===== config.mk =====
export PLATFORM = sky130hd
export DESIGN_NAME = vc_input_port
export DESIGN_NICKNAME = d
export VERILOG_FILES = /design/src/rtl/vc_input_port.sv
export SDC_FILE = /design/constraint.sdc
export NUM_CORES = 1
export LEC_CHECK = 0
export ABC_AREA = 1
export BUFFER_PORTS_ARGS = -buffer_cell sky130_fd_sc_hd__buf_4
export CAP_MARGIN = 20
export CELL_PAD_IN_SITES_DETAIL_PLACEMENT = 1
export CELL_PAD_IN_SITES_GLOBAL_PLACEMENT = 2
export CORE_MARGIN = 2
export CORE_UTILIZATION = 35
export DETAILED_ROUTE_END_ITERATION = 6
export PLACE_DENSITY = 0.74
export SYNTH_ARGS = -nofsm -noshare
export SYNTH_HDL_FRONTEND = slang
export SYNTH_SLANG_ARGS = --single-unit

===== constraint.sdc =====
create_clock -name clk -period 4.04 [get_ports clk]
set_input_delay 0.808 -clock clk [delete_from_list [all_inputs] [get_ports clk]]
set_output_delay 0.808 -clock clk [all_outputs]
set_load 0.1 [all_outputs]

===== src/rtl/vc_input_port.sv =====
module vc_input_port #(
  parameter int NUM_VC  = 2,
  parameter int DEPTH   = 3,
  parameter int DATA_W  = 16,
  parameter int MAX_PKT = 3,
  localparam int VCW = (NUM_VC > 1) ? $clog2(NUM_VC) : 1,
  localparam int CW  = $clog2(DEPTH + 1)
) (
  input  logic                 clk,
  input  logic                 rst_n,
  input  logic                 in_valid,
  input  logic [1:0]           in_type,
  input  logic [VCW-1:0]       in_vc,
  input  logic [DATA_W-1:0]    in_data,
  input  logic [1:0]           mode,
  input  logic [NUM_VC-1:0]    dn_ready,
  output logic                 out_valid,
  output logic [VCW-1:0]       out_vc,
  output logic [1:0]           out_type,
  output logic [DATA_W-1:0]    out_data,
  output logic [NUM_VC*CW-1:0] free_cnt,
  output logic [NUM_VC-1:0]    realloc_ok,
  output logic                 err
);
  localparam int FW = DATA_W + 2;
  localparam int PW = (DEPTH > 1) ? $clog2(DEPTH) : 1;

  logic [FW-1:0]     mem [NUM_VC][DEPTH];
  logic [CW-1:0]     cnt [NUM_VC];
  logic [PW-1:0]     wp  [NUM_VC];
  logic [PW-1:0]     rp  [NUM_VC];
  logic [NUM_VC-1:0] open_pkt;
  logic [NUM_VC-1:0] wr_v, rd_v;
  logic [VCW-1:0]    rr, sel;
  logic              in_ok, accept;

  wire in_head = in_type[0];
  wire in_tail = in_type[1];

  always_comb begin
    for (int v = 0; v < NUM_VC; v++) begin
      free_cnt[v*CW +: CW] = CW'(DEPTH) - cnt[v];
      case (mode)
        2'b01:   realloc_ok[v] = !open_pkt[v];
        2'b10:   realloc_ok[v] = !open_pkt[v] && (DEPTH - int'(cnt[v]) >= MAX_PKT);
        default: realloc_ok[v] = !open_pkt[v] && (cnt[v] == '0);
      endcase
    end
  end

  always_comb begin
    in_ok = 1'b0;
    for (int v = 0; v < NUM_VC; v++)
      if (int'(in_vc) == v)
        in_ok = (int'(cnt[v]) != DEPTH) && !(in_head && !realloc_ok[v]);
  end

  assign accept = in_valid && in_ok;

  always_comb begin
    out_valid = 1'b0;
    sel = '0;
    for (int k = 0; k < NUM_VC; k++) begin
      automatic int idx = (int'(rr) + k) % NUM_VC;
      if (!out_valid && cnt[idx] != '0 && dn_ready[idx]) begin
        out_valid = 1'b1;
        sel = VCW'(idx);
      end
    end
  end

  assign out_vc = sel;
  assign {out_type, out_data} = mem[sel][rp[sel]];

  always_comb begin
    for (int v = 0; v < NUM_VC; v++) begin
      wr_v[v] = accept && (int'(in_vc) == v);
      rd_v[v] = out_valid && (int'(sel) == v);
    end
  end

  always_ff @(posedge clk) begin
    if (!rst_n) begin
      for (int v = 0; v < NUM_VC; v++) begin
        cnt[v] <= '0;
        wp[v]  <= '0;
        rp[v]  <= '0;
      end
      open_pkt <= '0;
      rr       <= '0;
      err      <= 1'b0;
    end else begin
      if (in_valid && !in_ok) err <= 1'b1;
      if (out_valid) rr <= (int'(sel) == NUM_VC - 1) ? '0 : sel + 1'b1;
      for (int v = 0; v < NUM_VC; v++) begin
        if (wr_v[v]) begin
          mem[v][wp[v]] <= {in_type, in_data};
          wp[v] <= (int'(wp[v]) == DEPTH - 1) ? '0 : wp[v] + 1'b1;
          if (in_tail)      open_pkt[v] <= 1'b0;
          else if (in_head) open_pkt[v] <= 1'b1;
        end
        if (rd_v[v])
          rp[v] <= (int'(rp[v]) == DEPTH - 1) ? '0 : rp[v] + 1'b1;
        cnt[v] <= cnt[v] + CW'(wr_v[v]) - CW'(rd_v[v]);
      end
    end
  end
endmodule


; Yosys cells after proc, flatten, opt, wreduce, memory -nomap -nowiden
; Memories as Yosys holds them, arrays and structs flattened. A register that Yosys moved wholly into a read port is not among the register bits.
; Cells that the tools add are included.
[word_totals]
ff_bits = 4
latchBits = 0
mem_bits_rw = 120
romBits = 0
in_bits = 26
out_inout_bits = 27
word_cells = 139
memories = 4
[memory_table]
columns = name, depth, width, read_ports, rd_clocked_by_memory_dff, write_ports, line_no
row1 = mem, 2, 54, 1, 0, 1, 28  ; logic [FW-1:0] mem [NUM_VC][DEPTH];
row2 = cnt, 2, 2, 4, 1, 2, 29  ; logic [CW-1:0] cnt [NUM_VC];
row3 = rp, 2, 2, 3, 0, 2, 31  ; logic [PW-1:0] rp [NUM_VC];
row4 = wp, 2, 2, 2, 0, 2, 30  ; logic [PW-1:0] wp [NUM_VC];
[op_classes]
addsub = 14
mul = 0
div = 0
n_lt_le_gt_ge = 9
n_eq_ne = 8
shifts = 0
muxes = 53
bitwise = 12
reduce_logical = 35
[op_table]
columns = operator, count
row1 = $mux 54, 4
row2 = $demux 18 s2, 2
row3 = $mux 18, 4
row4 = $reduce_or 54->1, 1
row5 = $bmux 18 s2, 1
row6 = $mux 1, 30
row7 = $mux 2, 10
row8 = $logic_and 1x1->1, 19
row9 = $ge 3x3->1 const B, 5
row10 = $eq 2x2->1 const B, 5
row11 = $not 2->3, 3
row12 = $add 2x1->2 const B, 4
row13 = $logic_not 1->1, 8
row14 = $lt 3x1->1 const B, 2
row15 = $or 1x1->1, 6
row16 = $reduce_bool 2->1, 3
row17 = $sub 2x2->3 const A, 2
row18 = $add 2x1->2, 2
row19 = $logic_not 2->1, 2
row20 = $ne 2x1->1 const B, 2
row21 = $pmux 1 s2, 2
row22 = $reduce_and 2->1, 2
row23 = $sub 2x1->2, 2
row24 = $sub 2x2->2 const A, 2
row25 = other kinds (6), 8

; Depth between registers and ports, before layout
; Gate-level depths: netlist of run 1.
[depth]
ltp_word = 16
ltp_mapped = 16
mapped_depth_nobuf = 15

; Worst setup path before layout of run 1
; No wires, ideal clock.
[synth_path]
path_type = input port to output port
from = in dn_ready[1]
to = out out_data[6]
arrival_ns = 2.570
t_required_ns = 3.232
slack_ns = 0.662
stages = 9
path_buffers = 2
path_cell_list = nand2_1 > nand3b_2 > nand2_4 > buf_6 > buf_4 > nand2_1 > nand2_1 > nand3_1 > nand2_1
[synth_between]
elab_chain_cells = 13
elab_cells_between_ends = 18
classes_between = 11 x mux / 1 x bitwise / 4 x reduce/logical / 2 x memory
[synth_lines]
columns = element, line_no
row1 = from (decl), 16  ; input logic [NUM_VC-1:0] dn_ready,
row2 = $mux 1 (implied by the code) (2 in series), 65  ; if (!out_valid && cnt[idx] != '0 && dn_ready[idx]) begin
row3 = $logic_and 1x1->1, 65
row4 = $mux 1, 65
row5 = $logic_not 1->1, 65
row6 = $logic_and 1x1->1 (2 in series), 65
row7 = $mux 1 (*), 65
row8 = net out_vc, 18  ; output logic [VCW-1:0] out_vc,
row9 = $mem_v2 2x2, n/a
row10 = $not 2->3 (implied by the code), 73  ; assign {out_type, out_data} = mem[sel][rp[sel]];
row11 = $bmux 18 s2 (*), 73
row12 = $mux 18 (implied by the code) (*) (2 in series), 73
row13 = to (decl), 20  ; output logic [DATA_W-1:0] out_data,
; The timed path passes the listed nets; every way through them passes the cells marked *. The select of a mux whose other input is x is not followed.

==> results by group, run 1 <==
Logic synthesis
  • Syn_nets: 591
  • Cell variety after synth: 27
  • Synth Register Bits: 125
  • Ys Warns: 0
  • Top cell type's share of synthesized area: 62.3%
  • Synth Cell Area: 0.00559 mm^2
  • Syn Inst Count: 554
  • Post-synth EDFFs: 116
  • Part of the Yosys area used for sequential elements: 65.5%
  • Post-synth top cells: nand2_1 (266), edfxtp_1 (116), nand3_1 (37), inv_1 (36), nor2_1 (25)
  • Asr flop ratio synth: 0%
  • Count leader, synth: nand2_1
  • Largest cells by area after synthesis: edfxtp_1 (62%), nand2_1 (18%), nand3_1 (3.3%), dfxtp_1 (3.2%), ha_1 (2.5%)
  • Synth area leader: edfxtp_1
  • Post-synth top flop: edfxtp_1
  • Avg Cell Area, Syn: 10.1 um^2

STA
  • Final setup TNS: 0 ns
  • Final cycle utilization of the critical path: 90.9%
  • RSZ-0062 raised after global routing: false
  • Setup Viol. Count Final: 0
  • Fin. Hold Viols: 0
  • Skew final: 0.00590 ns
  • Slew margin rel.: 45.6%
  • Max Fclk: 272 MHz
  • Measured slew at the worst slew-check pin: 0.813 ns
  • Max-slew violations: 0
  • Post-layout min period: 3.67 ns

Floorplanning
  • Initial Util: 35.5%
  • Rows: 46
  • Die Area: 0.0170 mm^2
  • Die Y-Extent: 130 um
  • Die Wd: 130 um
  • IO Count: 53
  • Core Region: 0.0158 mm^2

Min path
  • Hold crit path type: reg -> reg
  • Hold Path Stages: 1
  • Min-delay src: err
  • Worst hold endpoint: err

Routing
  • Drt via density: 4.69
  • Total detailed-routing wirelength: 13,900 um
  • DR pass1 iterations: 4
  • Routed vias: 3,969
  • Uppermost layer routed: met4
  • DR DRC count: 0
  • Wire per inst: 16.4 um
  • Wl on met1: 6000 um
  • Initial DRC count: 192
  • Post-DRT Antenna Nets: 0
  • Detail Route met3 WL: 409 um
  • Met2 wire len: 7310 um

Placed design
  • IO Port Bufs: 52
  • Estimated wirelength of the detail-placed design: 8730 um
  • Gpl congestion: 0.758
  • Placed cells: 815

Outcome
  • Status: completed

Global routing
  • Global-route wire length before repair: 21,800 um
  • Vias in the first global route: 4,148
  • Initial antenna violation count: 0
  • Largest net degree at the start of global routing: 39
  • GRT Total Usage: 17.5%
  • GRT overflow: 0

Setup path
  • Data arrival, critical path: 2.86 ns
  • CP Data Required Time: 3.23 ns
  • Max Fanout on Critical Path: 38
  • Worst setup EP type: output port
  • Worst setup SP type: register
  • Critical R2R Capture: cnt[0][1]
  • RR Startpoint: cnt[1][1]
  • Setup CP Type: reg -> out
  • R2R depth: 14
  • Flop-to-flop setup slack: 1.57 ns

Finish
  • # diodes: 0
  • Sequential cell area: 0.00366 mm^2
  • Fin cells: 847
  • Fillers: 1,789
  • Share of cells above drive strength 1: 16.8%
  • Multi-input gate area: 0.00166 mm^2
  • Final net count: 655
  • Synth-to-Final Area Change: 22.0%
  • Finished Core Util: 43.3%

Clock network
  • Worst-path clk slew: 0.06 ns
  • Worst-Skew Late Latency: 0.41 ns
  • CTS H-tree lvls: 4
  • Num CTS Buffers: 17
  • CTS sink count: 125
  • Post-CTS setup buffers: 0
  • CTS resizes: 0
  • Root Driver: clkbuf_16
  • Post-CTS Hold Fix Bufs: 0
  • Clk buf depth: 2
  • CTS tree: yes

Job
  • Max cap viols: 0
metrics by stage:
| stage | cell area, um^2 | setup WS [ns] | hold WS (ns) |
|---|---|---|---|
| 2_1_floorplan | 5590 | 0.662 | 0.460 |
| 3_3_place_gp | 6220 | 0.479 | 0.453 |
| 3_5_place_dp | 6220 | 0.439 | 0.458 |
| 4_1_cts | 6820 | 0.326 | 0.480 |
| 5_1_grt | 6820 | 0.0773 | 0.501 |
| 6_report | 6820 | 0.369 | 0.474 |
worst max-delay path by stage:
stage / cells after the start / startpoint / end / slack, ns
finish: 11 / cnt[1][1] / out_data[10] / 0.37
global route: 11 / cnt[1][1] / out_data[4] / 0.08
CTS: 11 / cnt[1][1] / out_data[10] / 0.33
detailed placement: 11 / dn_ready[1] / out_data[6] / 0.44
global placement: 11 / dn_ready[1] / out_type[1] / 0.48
floorplan: 9 / dn_ready[1] / out_data[6] / 0.66
kinds of logic after synthesis:
family	share of synthesized area, %
and+or+nand+nor	25.4
DFF	65.5
buffers and inverters	4.83
AOI/OAI and AO/OA	1.45
adders and majority gates	2.46
xor gates and xnor gates	0.313
cell usage in the layout, fill, tap and decap left out, types with 2 or more instances in the layout:
master,n
nor2_1,25
clkbuf_16,17
nand2_4,2
nand2_1,266
nand3b_1,3
dfxtp_1,9
clkinv_2,5
clkinvlp_4,3
inv_1,36
buf_4,65
ha_1,11
nand3_1,37
o21ai_0,3
bufinv_16,4
a21oi_1,7
nand2_2,5
nor3_1,4
edfxtp_1,116
clkinv_1,2
routing by layer:
metal	up-vias	track usage [%]
li1	1938	-
met1	1965	21.5
met2	49	30.8
met3	17	3.50
met4	0	6.38
met5	-	0
worst max-delay path: stages (launching register included):
cell and delay [ns]:
dfxtp_1 0.35, nor2_1 0.22, nand2_2 0.11, nand3b_2 0.14
buf_4 0.42, nand3_1 0.16, nand2_2 0.40, nand2_1 0.12
nand2_1 0.09, nand2_1 0.05, nand2_1 0.09, buf_4 0.28
cell type report:
class / instances / share of cell area, %
clock buffers: 18 / 6.29
clock inverters: 14 / 2.57
inverters: 37 / 2.04
multi-input cells: 372 / 24.3
flip-flops and latches: 125 / 53.7
well taps: 216 / 3.96
repair buffers: 65 / 7.15
flip-flops by register name (all words and copies together) (netlist names), named ones only:
register and flops:
err 1, rp 4, open_pkt 2, mem 108
rr 1, wp 4, cnt 4
Power of run 1 is left out: the tool's default activity adds up to more than one toggle a clock period on the data nets, which glitch-free logic cannot reach.
==> run 2: changes to the inputs <==
- PLACE_DENSITY: 0.74 -> 0.72
==> results by group, run 2 (synthesis results as in run 1) <==
Outcome
  • Status: completed

STA
  • Max-slew violations: 0
  • Slew margin rel.: 52.3%
  • Max Fclk: 279 MHz
  • WHS: 0.483 ns
  • Fin. Hold Viols: 0
  • Measured slew at the worst slew-check pin: 0.714 ns
  • RSZ-0062 raised after global routing: false
  • Skew final: 0.00549 ns
  • Final cycle utilization of the critical path: 88.9%
  • Final setup TNS: 0 ns
  • Setup Viol. Count Final: 0
  • Final worst slack: 0.450 ns
  • Post-layout min period: 3.59 ns

Floorplanning
  • Core Region: 0.0158 mm^2
  • IO Count: 53
  • Die Area: 0.0170 mm^2
  • Initial Util: 35.5%
  • Die Y-Extent: 130 um
  • Die Wd: 130 um
  • Rows: 46

Setup path
  • Data arrival, critical path: 2.78 ns
  • CP max stage delay: 0.40 ns
  • Worst setup EP type: output port
  • Flop-to-flop setup slack: 1.96 ns
  • Worst path cell trace: nor2_1 -> nand2_2 -> nand3b_2 -> buf_4 -> nand3_1 -> nand2_2 -> nand2_1 -> nand2_1 -> nand2_1 -> nand2_1 -> buf_4
  • RR Startpoint: cnt[1][1]
  • Worst setup SP type: register
  • Crit-path most repeated cell: nand2_1
  • CP Data Required Time: 3.23 ns
  • CP max-delay cell: buf_4
  • Setup CP Type: reg -> out
  • Max Fanout on Critical Path: 37
  • R2R depth: 13
  • Critical R2R Capture: cnt[0][1]

Job
  • Max cap viols: 0

Clock network
  • Worst-path clk slew: 0.05 ns
  • CTS H-tree lvls: 4
  • Post-CTS setup buffers: 0
  • Root Driver: clkbuf_16
  • Worst-Skew Late Latency: 0.42 ns
  • CTS tree: yes
  • CTS resizes: 0
  • Num CTS Buffers: 17
  • CTS sink count: 125
  • Post-CTS Hold Fix Bufs: 0
  • Clk buf depth: 2

Placed design
  • Gpl congestion: 0.715
  • Estimated wirelength of the detail-placed design: 8720 um
  • IO Port Bufs: 52
  • Pre-CTS setup slack: 0.497 ns
  • DP Area: 0.00623 mm^2

Routing
  • Routed vias: 3,925
  • Wire per inst: 15.9 um
  • Total detailed-routing wirelength: 13,500 um
  • Drt via density: 4.63
  • DR DRC count: 0
  • DR pass1 iterations: 4
  • Post-DRT Antenna Nets: 0
  • Initial DRC count: 148

Finish
  • Commonest non-fill, non-tap cell in the layout: nand2_1
  • Final net count: 656
  • Post-Layout Inst Area: 0.00678 mm^2
  • # diodes: 0
  • Most frequent cells in the layout: nand2_1 (266), edfxtp_1 (116), buf_4 (66)
  • Share of cells above drive strength 1: 16.8%
  • Max reg flops: 108
  • Synth-to-Final Area Change: 21.3%

Global routing
  • GRT Total Usage: 17.3%
  • GRT overflow: 0
  • Largest net degree at the start of global routing: 38
  • Vias in the first global route: 4,136
  • Initial antenna violation count: 0
  • Global-route wire length before repair: 21,500 um

Min path
  • Hold Path Stages: 1
  • Min-delay src: err
  • Hold crit path type: reg -> reg
  • Worst hold endpoint: err
run 2: cell count changes in the layout (fill, tap and decap cells not counted), sizes merged:
cell / before / now
buf: 65 / 66
bufinv: 4 / 2
clkinv: 7 / 9
run 2: metrics by stage:
stage,util [%],cells
6_report,43.0,848
3_3_place_gp,39.5,816
4_1_cts,43.0,848
3_5_place_dp,39.5,816
5_1_grt,43.0,848
2_1_floorplan,-,554
run 2: worst max path at each step:
stage	startpoint	to	slack (ns)	cells past startpoint
5_1_grt	cnt[1][1]	out_data[8]	0.13	11
6_report	cnt[1][1]	out_data[8]	0.45	11
2_1_floorplan	dn_ready[1]	out_data[6]	0.66	9
3_5_place_dp	dn_ready[1]	out_type[0]	0.50	12
3_3_place_gp	dn_ready[1]	out_type[1]	0.52	11
4_1_cts	cnt[1][1]	out_data[11]	0.38	11
run 2: area by class of cell:
class                   instances  area, um^2
repair buffers                 66         495
well taps                     216         270
multi-input cells             372        1660
fillers                      1814        8990
clock inverters                14         128
flip-flops and latches        125        3660
clock buffers                  18         429
inverters                      37         139
run 2: worst max-delay path: cells and delay by family, from the launching register on:
kind                   cells  cell delay, ns
buffers and inverters      2            0.69
and+or+nand+nor            9            1.31
DFF                        1            0.34
run 2: layer usage:
layer | global-route usage (%) | wire length (um) | share of wire (%) | vias up
li1 | - | - | - | 1935
met1 | 21.2 | 5990 | 45 | 1913
met2 | 29.5 | 6800 | 51 | 57
met3 | 3.95 | 355 | 2.6 | 20
met4 | 7.45 | 309 | 2.3 | 0
met5 | 0 | 0 | 0 | -
Power of run 2 is left out for the same reason.
